`config.mk`:
```
export PLATFORM = sky130hd
export DESIGN_NAME = raster_timing_gen
export DESIGN_NICKNAME = d
export VERILOG_FILES = /design/src/rtl/rtg_pkg.sv /design/src/rtl/rtg_cfg_bank.sv /design/src/rtl/rtg_counter.sv /design/src/rtl/rtg_decode.sv /design/src/rtl/rtg_err.sv /design/src/rtl/raster_timing_gen.sv
export SDC_FILE = /design/constraint.sdc
export NUM_CORES = 1
export LEC_CHECK = 0
export BUFFER_PORTS_ARGS = -buffer_cell sky130_fd_sc_hd__buf_2
export CAP_MARGIN = 15
export CORE_MARGIN = 2
export CORE_UTILIZATION = 55
export CTS_CLUSTER_DIAMETER = 80
export DETAILED_ROUTE_END_ITERATION = 10
export HOLD_SLACK_MARGIN = 0.02
export PLACE_DENSITY = 0.76
export SLEW_MARGIN = 20
export SYNTH_ARGS = -nofsm -noshare
export SYNTH_HDL_FRONTEND = slang
export SYNTH_SLANG_ARGS = --single-unit
```
`constraint.sdc`:
```
create_clock -name clk -period 10.1 [get_ports clk]
set_input_delay 1.01 -clock clk [delete_from_list [all_inputs] [get_ports clk]]
set_output_delay 1.01 -clock clk [all_outputs]
set_load 0.01 [all_outputs]
```
`src/rtl/rtg_pkg.sv`:
```
package rtg_pkg;

    localparam int HCW      = 13;  // horizontal position width
    localparam int HAW      = 12;  // active width field
    localparam int VCW      = 12;  // vertical position width
    localparam int VSW      = 11;  // vsync end field
    localparam int NERR     = 4;   // number of error flags
    localparam int CODE_LEN = 4;   // clocks in one reference-code slot

    localparam int ERR_EAV_RANGE = 0;
    localparam int ERR_HGEOM     = 1;
    localparam int ERR_VFIT      = 2;
    localparam int ERR_VRANGE    = 3;

    typedef struct packed {
        logic [HCW-1:0] htotal;
        logic [HAW-1:0] hact;
        logic [HCW-1:0] hs_end;
        logic [HCW-1:0] sav;
        logic [HCW-1:0] eav;
        logic [VCW-1:0] vtotal;
        logic [VCW-1:0] vact;
        logic [VSW-1:0] vs_end;
        logic [VCW-1:0] vbi_start;
        logic [VCW-1:0] vbi_end;
    } rtg_cfg_t;

    // Line window [open, close); wraps through zero when open > close.
    function automatic logic in_window(input logic [VCW-1:0] pos,
                                       input logic [VCW-1:0] open,
                                       input logic [VCW-1:0] close);
        if (open <= close)
            return (pos >= open) && (pos < close);
        else
            return (pos >= open) || (pos < close);
    endfunction

endpackage

```
`src/rtl/rtg_cfg_bank.sv`:
```
module rtg_cfg_bank
    import rtg_pkg::*;
#(
    parameter rtg_cfg_t DEF_CFG = '0
) (
    input  logic           clk,
    input  logic           rst_n,
    input  logic           wr_i,
    input  rtg_cfg_t       wr_cfg_i,
    input  logic           frame_end_i,
    output rtg_cfg_t       act_next_o,
    output logic [HCW-1:0] cur_htotal_o,
    output logic [VCW-1:0] cur_vtotal_o
);

    typedef struct packed {
        rtg_cfg_t act;
        rtg_cfg_t pend;
        logic     pend_vld;
    } bank_t;

    bank_t s_d, s_q;

    always_comb begin
        s_d = s_q;
        if (frame_end_i && s_q.pend_vld) begin
            s_d.act      = s_q.pend;
            s_d.pend_vld = 1'b0;
        end
        if (wr_i) begin
            s_d.pend     = wr_cfg_i;
            s_d.pend_vld = 1'b1;
        end
    end

    always_ff @(posedge clk) begin
        if (!rst_n) begin
            s_q.act      <= DEF_CFG;
            s_q.pend     <= DEF_CFG;
            s_q.pend_vld <= 1'b0;
        end else begin
            s_q <= s_d;
        end
    end

    assign act_next_o   = s_d.act;
    assign cur_htotal_o = s_q.act.htotal;
    assign cur_vtotal_o = s_q.act.vtotal;

    // the active set only moves across a frame boundary
    p_swap_at_frame_r7: assert property (@(posedge clk) disable iff (!rst_n)
        !$stable(s_q.act) |-> $past(frame_end_i));

    // a waiting set is consumed at the boundary unless rewritten
    p_pend_consumed_r7: assert property (@(posedge clk) disable iff (!rst_n)
        (frame_end_i && s_q.pend_vld && !wr_i) |=> !s_q.pend_vld);

endmodule

```
`src/rtl/rtg_counter.sv`:
```
module rtg_counter #(
    parameter int HW = 13,
    parameter int VW = 12
) (
    input  logic          clk,
    input  logic          rst_n,
    input  logic [HW-1:0] htotal_i,
    input  logic [VW-1:0] vtotal_i,
    output logic [HW-1:0] hcnt_o,
    output logic [VW-1:0] vcnt_o,
    output logic [HW-1:0] hcnt_next_o,
    output logic [VW-1:0] vcnt_next_o,
    output logic          frame_end_o
);

    typedef struct packed {
        logic [HW-1:0] h;
        logic [VW-1:0] v;
    } cnt_t;

    cnt_t c_d, c_q;
    logic h_last, v_last;

    always_comb begin
        h_last = ({1'b0, c_q.h} + {{HW{1'b0}}, 1'b1}) >= {1'b0, htotal_i};
        v_last = ({1'b0, c_q.v} + {{VW{1'b0}}, 1'b1}) >= {1'b0, vtotal_i};
        c_d    = c_q;
        if (h_last) begin
            c_d.h = '0;
            c_d.v = v_last ? '0 : c_q.v + 1'b1;
        end else begin
            c_d.h = c_q.h + 1'b1;
        end
    end

    always_ff @(posedge clk) begin
        if (!rst_n) c_q <= '0;
        else        c_q <= c_d;
    end

    assign hcnt_o      = c_q.h;
    assign vcnt_o      = c_q.v;
    assign hcnt_next_o = c_d.h;
    assign vcnt_next_o = c_d.v;
    assign frame_end_o = h_last && v_last;

    // the line position returns to zero after its last pixel
    p_hwrap_r1: assert property (@(posedge clk) disable iff (!rst_n)
        h_last |=> (c_q.h == '0));

    // the line number only moves at the end of a line
    p_vhold_r1: assert property (@(posedge clk) disable iff (!rst_n)
        !h_last |=> $stable(c_q.v));

endmodule

```
`src/rtl/rtg_decode.sv`:
```
module rtg_decode
    import rtg_pkg::*;
(
    input  logic           clk,
    input  logic           rst_n,
    input  logic [HCW-1:0] h_i,
    input  logic [VCW-1:0] v_i,
    input  logic [HCW-1:0] hs_end_i,
    input  logic [HCW-1:0] sav_i,
    input  logic [HCW-1:0] eav_i,
    input  logic [VSW-1:0] vs_end_i,
    input  logic [VCW-1:0] vbi_start_i,
    input  logic [VCW-1:0] vbi_end_i,
    output logic           hsync_o,
    output logic           vsync_o,
    output logic           vblank_o,
    output logic           de_o,
    output logic           sav_stb_o,
    output logic           eav_stb_o
);

    typedef struct packed {
        logic hsync;
        logic vsync;
        logic vblank;
        logic de;
        logic sav_stb;
        logic eav_stb;
    } out_t;

    out_t o_d, o_q;
    logic [HCW:0] act_open;

    always_comb begin
        act_open    = {1'b0, sav_i} + (HCW+1)'(CODE_LEN);
        o_d.hsync   = h_i < hs_end_i;
        o_d.vsync   = v_i < {{(VCW-VSW){1'b0}}, vs_end_i};
        o_d.vblank  = in_window(v_i, vbi_start_i, vbi_end_i);
        o_d.de      = ({1'b0, h_i} >= act_open) && (h_i < eav_i) && !o_d.vblank;
        o_d.sav_stb = h_i == sav_i;
        o_d.eav_stb = h_i == eav_i;
    end

    always_ff @(posedge clk) begin
        if (!rst_n) o_q <= '0;
        else        o_q <= o_d;
    end

    assign hsync_o   = o_q.hsync;
    assign vsync_o   = o_q.vsync;
    assign vblank_o  = o_q.vblank;
    assign de_o      = o_q.de;
    assign sav_stb_o = o_q.sav_stb;
    assign eav_stb_o = o_q.eav_stb;

    // no pixel is enabled on a blanked line
    p_de_not_blank_r6: assert property (@(posedge clk) disable iff (!rst_n)
        o_q.de |-> !o_q.vblank);

    // the start-code slot precedes active pixels
    p_sav_not_de_r5: assert property (@(posedge clk) disable iff (!rst_n)
        o_q.sav_stb |-> !o_q.de);

endmodule

```
`src/rtl/rtg_err.sv`:
```
module rtg_err
    import rtg_pkg::*;
(
    input  logic            clk,
    input  logic            rst_n,
    input  rtg_cfg_t        cfg_i,
    input  logic            clr_tgl_i,
    output logic [NERR-1:0] flags_o
);

    typedef struct packed {
        logic [NERR-1:0] flags;
        logic            tgl;
    } err_t;

    err_t s_d, s_q;
    logic            toggle;
    logic [NERR-1:0] cond;
    logic [HCW:0]    h_need;
    logic [VCW+1:0]  blank_len;
    logic [VCW+1:0]  v_need;

    always_comb begin
        h_need = {1'b0, cfg_i.sav} + (HCW+1)'(CODE_LEN) + (HCW+1)'(cfg_i.hact);
        if (cfg_i.vbi_start <= cfg_i.vbi_end)
            blank_len = (VCW+2)'(cfg_i.vbi_end) - (VCW+2)'(cfg_i.vbi_start);
        else
            blank_len = (VCW+2)'(cfg_i.vtotal) - (VCW+2)'(cfg_i.vbi_start)
                      + (VCW+2)'(cfg_i.vbi_end);
        v_need = (VCW+2)'(cfg_i.vact) + blank_len;

        cond[ERR_EAV_RANGE] = cfg_i.eav >= cfg_i.htotal;
        cond[ERR_HGEOM]     = (h_need != {1'b0, cfg_i.eav}) || (cfg_i.hs_end > cfg_i.sav);
        cond[ERR_VFIT]      = v_need > (VCW+2)'(cfg_i.vtotal);
        cond[ERR_VRANGE]    = ({{(VCW-VSW){1'b0}}, cfg_i.vs_end} > cfg_i.vtotal)
                           || (cfg_i.vbi_start >= cfg_i.vtotal)
                           || (cfg_i.vbi_end > cfg_i.vtotal);

        toggle    = clr_tgl_i ^ s_q.tgl;
        s_d.tgl   = clr_tgl_i;
        s_d.flags = toggle ? '0 : (s_q.flags | cond);
    end

    always_ff @(posedge clk) begin
        if (!rst_n) s_q <= '0;
        else        s_q <= s_d;
    end

    assign flags_o = s_q.flags;

    // a toggle empties the flag group at the next edge
    p_clear_r9: assert property (@(posedge clk) disable iff (!rst_n)
        toggle |=> (s_q.flags == '0));

    // without a toggle no flag ever drops
    p_sticky_r8: assert property (@(posedge clk) disable iff (!rst_n)
        !toggle |=> ((s_q.flags & $past(s_q.flags)) == $past(s_q.flags)));

endmodule

```
`src/rtl/raster_timing_gen.sv`:
```
module raster_timing_gen
    import rtg_pkg::*;
#(
    parameter int DEF_HTOTAL    = 1344,
    parameter int DEF_HACT      = 1024,
    parameter int DEF_HS_END    = 136,
    parameter int DEF_SAV       = 292,
    parameter int DEF_EAV       = 1320,
    parameter int DEF_VTOTAL    = 625,
    parameter int DEF_VACT      = 600,
    parameter int DEF_VS_END    = 3,
    parameter int DEF_VBI_START = 624,
    parameter int DEF_VBI_END   = 24
) (
    input  logic            clk,
    input  logic            rst_n,
    input  logic            cfg_wr,
    input  logic [HCW-1:0]  cfg_htotal,
    input  logic [HAW-1:0]  cfg_hact,
    input  logic [HCW-1:0]  cfg_hs_end,
    input  logic [HCW-1:0]  cfg_sav,
    input  logic [HCW-1:0]  cfg_eav,
    input  logic [VCW-1:0]  cfg_vtotal,
    input  logic [VCW-1:0]  cfg_vact,
    input  logic [VSW-1:0]  cfg_vs_end,
    input  logic [VCW-1:0]  cfg_vbi_start,
    input  logic [VCW-1:0]  cfg_vbi_end,
    input  logic            err_clr_tgl,
    output logic [HCW-1:0]  hcnt,
    output logic [VCW-1:0]  vcnt,
    output logic            hsync,
    output logic            vsync,
    output logic            vblank,
    output logic            de,
    output logic            sav_stb,
    output logic            eav_stb,
    output logic [NERR-1:0] err_flags
);

    localparam rtg_cfg_t DEF_CFG = '{
        htotal:    HCW'(DEF_HTOTAL),
        hact:      HAW'(DEF_HACT),
        hs_end:    HCW'(DEF_HS_END),
        sav:       HCW'(DEF_SAV),
        eav:       HCW'(DEF_EAV),
        vtotal:    VCW'(DEF_VTOTAL),
        vact:      VCW'(DEF_VACT),
        vs_end:    VSW'(DEF_VS_END),
        vbi_start: VCW'(DEF_VBI_START),
        vbi_end:   VCW'(DEF_VBI_END)
    };

    rtg_cfg_t       wr_cfg, act_next;
    logic [HCW-1:0] cur_htotal, h_next;
    logic [VCW-1:0] cur_vtotal, v_next;
    logic           frame_end;

    always_comb begin
        wr_cfg.htotal    = cfg_htotal;
        wr_cfg.hact      = cfg_hact;
        wr_cfg.hs_end    = cfg_hs_end;
        wr_cfg.sav       = cfg_sav;
        wr_cfg.eav       = cfg_eav;
        wr_cfg.vtotal    = cfg_vtotal;
        wr_cfg.vact      = cfg_vact;
        wr_cfg.vs_end    = cfg_vs_end;
        wr_cfg.vbi_start = cfg_vbi_start;
        wr_cfg.vbi_end   = cfg_vbi_end;
    end

    rtg_cfg_bank #(.DEF_CFG(DEF_CFG)) u_bank (
        .clk          (clk),
        .rst_n        (rst_n),
        .wr_i         (cfg_wr),
        .wr_cfg_i     (wr_cfg),
        .frame_end_i  (frame_end),
        .act_next_o   (act_next),
        .cur_htotal_o (cur_htotal),
        .cur_vtotal_o (cur_vtotal)
    );

    rtg_counter #(.HW(HCW), .VW(VCW)) u_cnt (
        .clk         (clk),
        .rst_n       (rst_n),
        .htotal_i    (cur_htotal),
        .vtotal_i    (cur_vtotal),
        .hcnt_o      (hcnt),
        .vcnt_o      (vcnt),
        .hcnt_next_o (h_next),
        .vcnt_next_o (v_next),
        .frame_end_o (frame_end)
    );

    rtg_decode u_dec (
        .clk         (clk),
        .rst_n       (rst_n),
        .h_i         (h_next),
        .v_i         (v_next),
        .hs_end_i    (act_next.hs_end),
        .sav_i       (act_next.sav),
        .eav_i       (act_next.eav),
        .vs_end_i    (act_next.vs_end),
        .vbi_start_i (act_next.vbi_start),
        .vbi_end_i   (act_next.vbi_end),
        .hsync_o     (hsync),
        .vsync_o     (vsync),
        .vblank_o    (vblank),
        .de_o        (de),
        .sav_stb_o   (sav_stb),
        .eav_stb_o   (eav_stb)
    );

    rtg_err u_err (
        .clk       (clk),
        .rst_n     (rst_n),
        .cfg_i     (act_next),
        .clr_tgl_i (err_clr_tgl),
        .flags_o   (err_flags)
    );

    // the frame starts with the first line's sync asserted when programmed
    p_frame_start_sync_r11: assert property (@(posedge clk) disable iff (!rst_n)
        (frame_end && (act_next.vs_end != '0) && (act_next.hs_end != '0))
        |=> (hsync && vsync && hcnt == '0 && vcnt == '0));

endmodule

```
==> results.cfg, run 1 <==
[global_routing]
grt_pass1_wl_mm = 80.5
busiest_layer = met2
track_usage = 0.300
overflow = 0
use_met2 = 0.521
grt_max_degree = 106
antenna_found_initial = 0
use_met3 = 0.0358
met1_usage = 0.367
grt_pass1_vias = 15015

[critical_path]
path_max_fanout = 38
crit_path_max_incr_delay_ps = 630
cpMostUsedCell = ha_1
startpoint_type = flop
crit_arrival_ps = 9430
worst_path_max_delay_cell = buf_4
critPathKind = reg -> reg
worstPathRequired_ps = 10490
end_kind = flop

[floorplanning]
dieArea_um2 = 34400
num_io_pins = 162
core-area_um2 = 32500
rows = 66
start_util = 0.557
die_h_um = 185
die_x_um = 185

[power_and_ir_drop]
pwr_density_cell_nw_per_um2 = 126
ir_drop_uv = 114
p_leak_nw = 10.3

[yosys]
ys_dominant_reg_cell = dfxtp_1
syn_nets = 2472
synth_area_leaders = dfxtp_1 31%, ha_1 15%, mux2i_1 10%
seq_area_frac_synth = 0.313
avgSynthCellArea_um2 = 8.48
ys_warn_count = 0
synth-edff-count = 0
synth_top_area_frac = 0.313
syn_area_um2 = 18100
synthArstFlopShare = 0
yosys.area.top_type = dfxtp_1
synth_seq_cells = 283
netlist_instances = 2132
yosysUniqueCellTypes = 85

[sta]
setup_viol = 0
min_period_ps = 9050
clock_skew_ps = 23.0
rsz0062_at_grt = false
fmax_mhz = 111
post-route-period-util = 0.896
finalHoldViolCount = 0
slew_headroom = 0.319
fin_setup_tns_ps = 0
whs_ps = 464
slew_viol_final = 0
tightest_slew_ps = 1020

[clock_tree]
path_clk_slew_ps = 60
hold_buffers = 0
cts_inserted_buffers = 34
root_buffer = clkbuf_16
cts_resized = 0
clock_latency_ps = 520
tritoncts = yes
htree_levels = 2
cts_sinks = 283
cts_setup_buffers = 0
cts_buffer_depth = 3

[placed_design]
dp_hpwl_mm = 39.2
placed_area_um2 = 19200
numPortBuffers = 161
place.gp.congestion = 0.997

[finish]
final_cell_mix = 283 x dfxtp_1, 260 x nor2_1, 213 x nand2_1
drive_above_1_share = 0.123
design_area_um2 = 20400
fin_nets = 2599
layout-area-overhead-vs-synth_pct = 12.5
antenna_cells = 0
final_common_cell = dfxtp_1

[job]
maxCapViolations = 0

[run_status]
status = finished clean

[route]
dr.pass1.iters = 5
drc = 0
first_iter_violations = 1037
ant_nets = 0
wirelength_mm = 51.6
viasPerCell = 5.69
vias = 15505
wire_per_inst_um = 18.9

[hold_path]
holdCritPathClass = reg -> reg
-- Yosys cell counts (6+ instances only) --
cell type	n
xor2_1	32
nor4_1	8
nand3_1	52
dfxtp_1	283
ha_1	210
nor3_1	25
nand4_1	26
o21a_1	20
buf_4	6
a31oi_1	12
a21o_1	42
o21ai_0	79
o31a_1	6
nor2_1	260
mux2i_2	7
o21bai_1	10
and2_1	39
inv_1	137
maj3_1	12
o211ai_1	21
a21oi_1	123
buf_1	10
a211oi_1	6
mux2i_1	189
xnor2_1	69
nand2b_1	20
nor2b_1	17
nand2_1	213
clkbuf_1	51
and3_1	19
buf_2	23
a21boi_0	6
-- final cells by class --
class / instances / area (µm²)
clock buffer: 49 / 1040
fill: 2803 / 12100
clock inverter: 11 / 109
multi-input combinational: 1619 / 11500
timing repair buffer: 184 / 988
sequential: 283 / 5670
tap: 442 / 553
inverter: 137 / 519
-- flip-flops by register name, indices dropped and copies added, names as in the netlist, 4 cells and up --
name / flops
u_bank.s_q: 222
u_cnt.vcnt_o: 12
u_bank.cur_vtotal_o: 12
u_err.flags_o: 4
u_bank.cur_htotal_o: 13
u_cnt.hcnt_o: 13
-- per-stage QoR --
step	utilization	power (mW)	setup WS (ps)	instances
3_5_place_dp	0.592	1.34	1110	2665
3_3_place_gp	0.592	1.34	1340	2665
5_1_grt	0.627	2.65	195	2725
4_1_cts	0.627	2.58	1060	2725
2_1_floorplan	-	1.28	1590	2132
6_report	0.627	2.56	1050	2725
-- power breakdown --
group / total (mW) / internal [mW] / leakage, nW / switching, mW
sequential: 1.18 / 1.15 / 2.31 / 0.0276
clock: 1.24 / 0.748 / 0.563 / 0.491
combinational: 0.145 / 0.0667 / 7.43 / 0.0780
total: 2.56 / 1.96 / 10.3 / 0.597
-- routing by layer --
| layer | part of all wire | vias to the layer above |
|---|---|---|
| met3 | 0.050 | 148 |
| met2 | 0.48 | 491 |
| li1 | - | 7639 |
| met5 | 0 | - |
| met4 | 0.052 | 0 |
| met1 | 0.42 | 7227 |
-- path summary, 6_finish.rpt --
path	start	end	slack (ps)	depth (start not counted)
hold reg to reg	u_bank.s_q[169]$_SDFF_PN0_	u_bank.s_q[169]$_SDFF_PN0_	460	2
setup reg to reg	u_cnt.vcnt_o[0]$_SDFF_PN0_	u_err.flags_o[2]$_SDFF_PP0_	1050	37
hold / removal	u_bank.s_q[169]$_SDFF_PN0_	u_bank.s_q[169]$_SDFF_PN0_	460	2
setup / recovery	u_cnt.vcnt_o[0]$_SDFF_PN0_	u_err.flags_o[2]$_SDFF_PP0_	1050	37
-- critical path, delay by kind of cell, from the launching register on --
family | cells | cell delay [ps]
AO/OA/AOI/OAI | 16 | 3260
adder cells (fa/ha/maj) | 5 | 1510
XOR/XNOR | 1 | 140
flip-flops | 1 | 420
multiplexers | 1 | 430
buffers and inverters | 4 | 1240
AND/OR/NAND/NOR | 10 | 1890
-- cells by family after synthesis --
group | Yosys count | share of synthesized area
DFF | 283 | 0.313
adders and majority gates | 226 | 0.156
and+or+nand+nor | 714 | 0.180
muxes | 202 | 0.114
AOI/OAI and AO/OA | 375 | 0.134
buffers and inverters | 230 | 0.0520
xor gates and xnor gates | 102 | 0.0502
No activity file was read; power rests on OpenSTA's default activity.
==> run 2, diff against run 1 <==
--- a/config.mk
+++ b/config.mk
@@ -7,12 +7,12 @@
 export LEC_CHECK = 0
 export BUFFER_PORTS_ARGS = -buffer_cell sky130_fd_sc_hd__buf_2
 export CAP_MARGIN = 15
-export CORE_MARGIN = 2
 export CORE_UTILIZATION = 55
+export CTS_BUF_LIST = sky130_fd_sc_hd__clkbuf_16
 export CTS_CLUSTER_DIAMETER = 80
 export DETAILED_ROUTE_END_ITERATION = 10
 export HOLD_SLACK_MARGIN = 0.02
-export PLACE_DENSITY = 0.76
+export PLACE_DENSITY = 0.75
 export SLEW_MARGIN = 20
 export SYNTH_ARGS = -nofsm -noshare
 export SYNTH_HDL_FRONTEND = slang
==> run 2 against run 1 <==
Compared with the run above: via count increased by 0.71%; flip-flop and latch count stayed put; hold slack got worse by 2.6 ps; final cell count shrank 0.29%; register-to-register slack worse by 99 ps; clock power fell by 7%; first-iteration DRC count decreased by 2.3%; final area is 0.65% lower; combinational power hardly changed; die area fell by 2.1%; clock skew decreased by 8.6 ps; critical path depth rose by 4; critical path type unchanged; largest power group is now registers; highest routed layer unchanged.
==> results.cfg, run 2 (synthesis results as in run 1) <==
[finish]
final_cells = 2717
final_common_cell = dfxtp_1
drive_above_1_share = 0.117
nFillCells = 2866
antenna_cells = 0
regMostFlops = u_bank.s_q
layout-area-overhead-vs-synth_pct = 11.8
largest_reg_flops = 222
design_area_um2 = 20200
final_cell_mix = 283 x dfxtp_1, 260 x nor2_1, 213 x nand2_1
fin_nets = 2597

[clock_tree]
root_buffer = clkbuf_16
path_clk_slew_ps = 70
hold_buffers = 0
cts_sinks = 283
cts_buffer_depth = 3
cts_inserted_buffers = 31
cts_resized = 0
cts_setup_buffers = 0
tritoncts = yes
htree_levels = 1
clock_latency_ps = 550

[route]
first_iter_violations = 1013
wirelength_mm = 51.8
dr.pass1.iters = 5
met1Wirelength_mm = 21.7
routed.top_layer = met4
drc = 0
ant_nets = 0
viasPerCell = 5.75
vias = 15615
wl_met3_mm = 2.36
wire_per_inst_um = 19.1
met2_length_mm = 25.3

[placed_design]
numPortBuffers = 161
dp_hpwl_mm = 40.1
place.gp.congestion = 0.954
placed_cells = 2666
placed_area_um2 = 19200

[global_routing]
track_usage = 0.305
antenna_found_initial = 0
grt_pass1_vias = 15218
grt_max_degree = 103
overflow = 0
grt_pass1_wl_mm = 80.5

[power_and_ir_drop]
pwr_density_cell_nw_per_um2 = 122
p_leak_nw = 10.3
ir_drop_uv = 128

[floorplanning]
num_io_pins = 162
core-area_um2 = 32500
die_x_um = 183
start_util = 0.557
dieArea_um2 = 33600
die_h_um = 183
rows = 66

[sta]
post-route-period-util = 0.905
rsz0062_at_grt = false
slew_viol_final = 0
fmax_mhz = 109
setup_viol = 0
clock_skew_ps = 14.4
min_period_ps = 9140
whs_ps = 461
fin_setup_tns_ps = 0
slew_headroom = 0.239
finalHoldViolCount = 0
tightest_slew_ps = 1140

[critical_path]
r2r-end = u_err.flags_o[2]$_SDFF_PP0_
path_max_fanout = 29
rrSetupSlack_ps = 960
worstRegToRegCells = 41
cpMostUsedCell = ha_1
worstPathRequired_ps = 10540
startpoint_type = flop
reg2reg_from = u_cnt.vcnt_o[0]$_SDFF_PN0_
worst_path_max_delay_cell = o2111ai_1
endpoint = u_err.flags_o[2]$_SDFF_PP0_
startpoint = u_cnt.vcnt_o[0]$_SDFF_PN0_
end_kind = flop
crit_path_max_incr_delay_ps = 540
critPathKind = reg -> reg
crit_arrival_ps = 9580

[job]
maxCapViolations = 0

[hold_path]
holdCritPathClass = reg -> reg

[run_status]
status = finished clean
[run 2: cell types whose count changed in the layout (fill, tap and decap cells not counted), moves of 2 or more]
cell and delta:
buf_4 +2, bufinv_16 +5, clkbuf_1 -5, clkbuf_16 -6
clkbuf_8 -7, clkinv_1 +7, clkinv_2 -2, clkinv_4 -2
clkinvlp_4 -2, inv_1 +5, inv_8 -2
[run 2: per-stage QoR]
step	setup slack, ps	total power, mW	util
final	956	2.47	0.623
after CTS	876	2.49	0.623
after global placement	1250	1.34	0.592
after floorplan	1590	1.28	-
after global routing	191	2.55	0.623
after detailed placement	933	1.35	0.592
[run 2: area by class of cell]
class,count,area (µm²),share of cell area
clock buffers,31,776,0.0384
clock inverters,20,239,0.0118
inverters,137,519,0.0257
multi-input cells,1619,11500,0.568
flip-flops and latches,283,5670,0.280
well taps,442,553,0.0273
repair buffers,185,992,0.0491
[run 2: worst min path at each step]
stage | slack [ps] | cells past startpoint | endpoint | start
after global placement | 450 | 2 | u_bank.s_q[165]$_SDFF_PN1_ | u_bank.s_q[165]$_SDFF_PN1_
after floorplan | 440 | 2 | u_bank.s_q[162]$_SDFF_PN1_ | u_bank.s_q[162]$_SDFF_PN1_
after global routing | 490 | 2 | u_bank.s_q[163]$_SDFF_PN1_ | u_bank.s_q[163]$_SDFF_PN1_
after detailed placement | 450 | 2 | u_bank.s_q[162]$_SDFF_PN1_ | u_bank.s_q[162]$_SDFF_PN1_
after CTS | 470 | 2 | u_bank.s_q[162]$_SDFF_PN1_ | u_bank.s_q[162]$_SDFF_PN1_
final | 460 | 2 | u_bank.s_q[163]$_SDFF_PN1_ | u_bank.s_q[163]$_SDFF_PN1_
[run 2: worst max-delay path, delay by kind of cell (launching register included)]
family / cells / cell delay (ps)
AOI/OAI and AO/OA: 15 / 3230
and+or+nand+nor: 13 / 2420
adders and majority gates: 7 / 1970
muxes: 2 / 560
DFF: 1 / 410
xor gates and xnor gates: 3 / 330
buffers and inverters: 1 / 80
[run 2: routing by layer]
layer / up-vias / track usage
met5: - / 0
met4: 0 / 0.133
met3: 130 / 0.0340
met2: 463 / 0.544
met1: 7398 / 0.367
li1: 7624 / -
[run 2: where the power goes]
group / switching (mW) / internal [mW] / total (mW) / leakage, nW
Sequential: 0.0272 / 1.15 / 1.18 / 2.31
Combinational: 0.0794 / 0.0669 / 0.146 / 7.44
Clock: 0.448 / 0.701 / 1.15 / 0.513
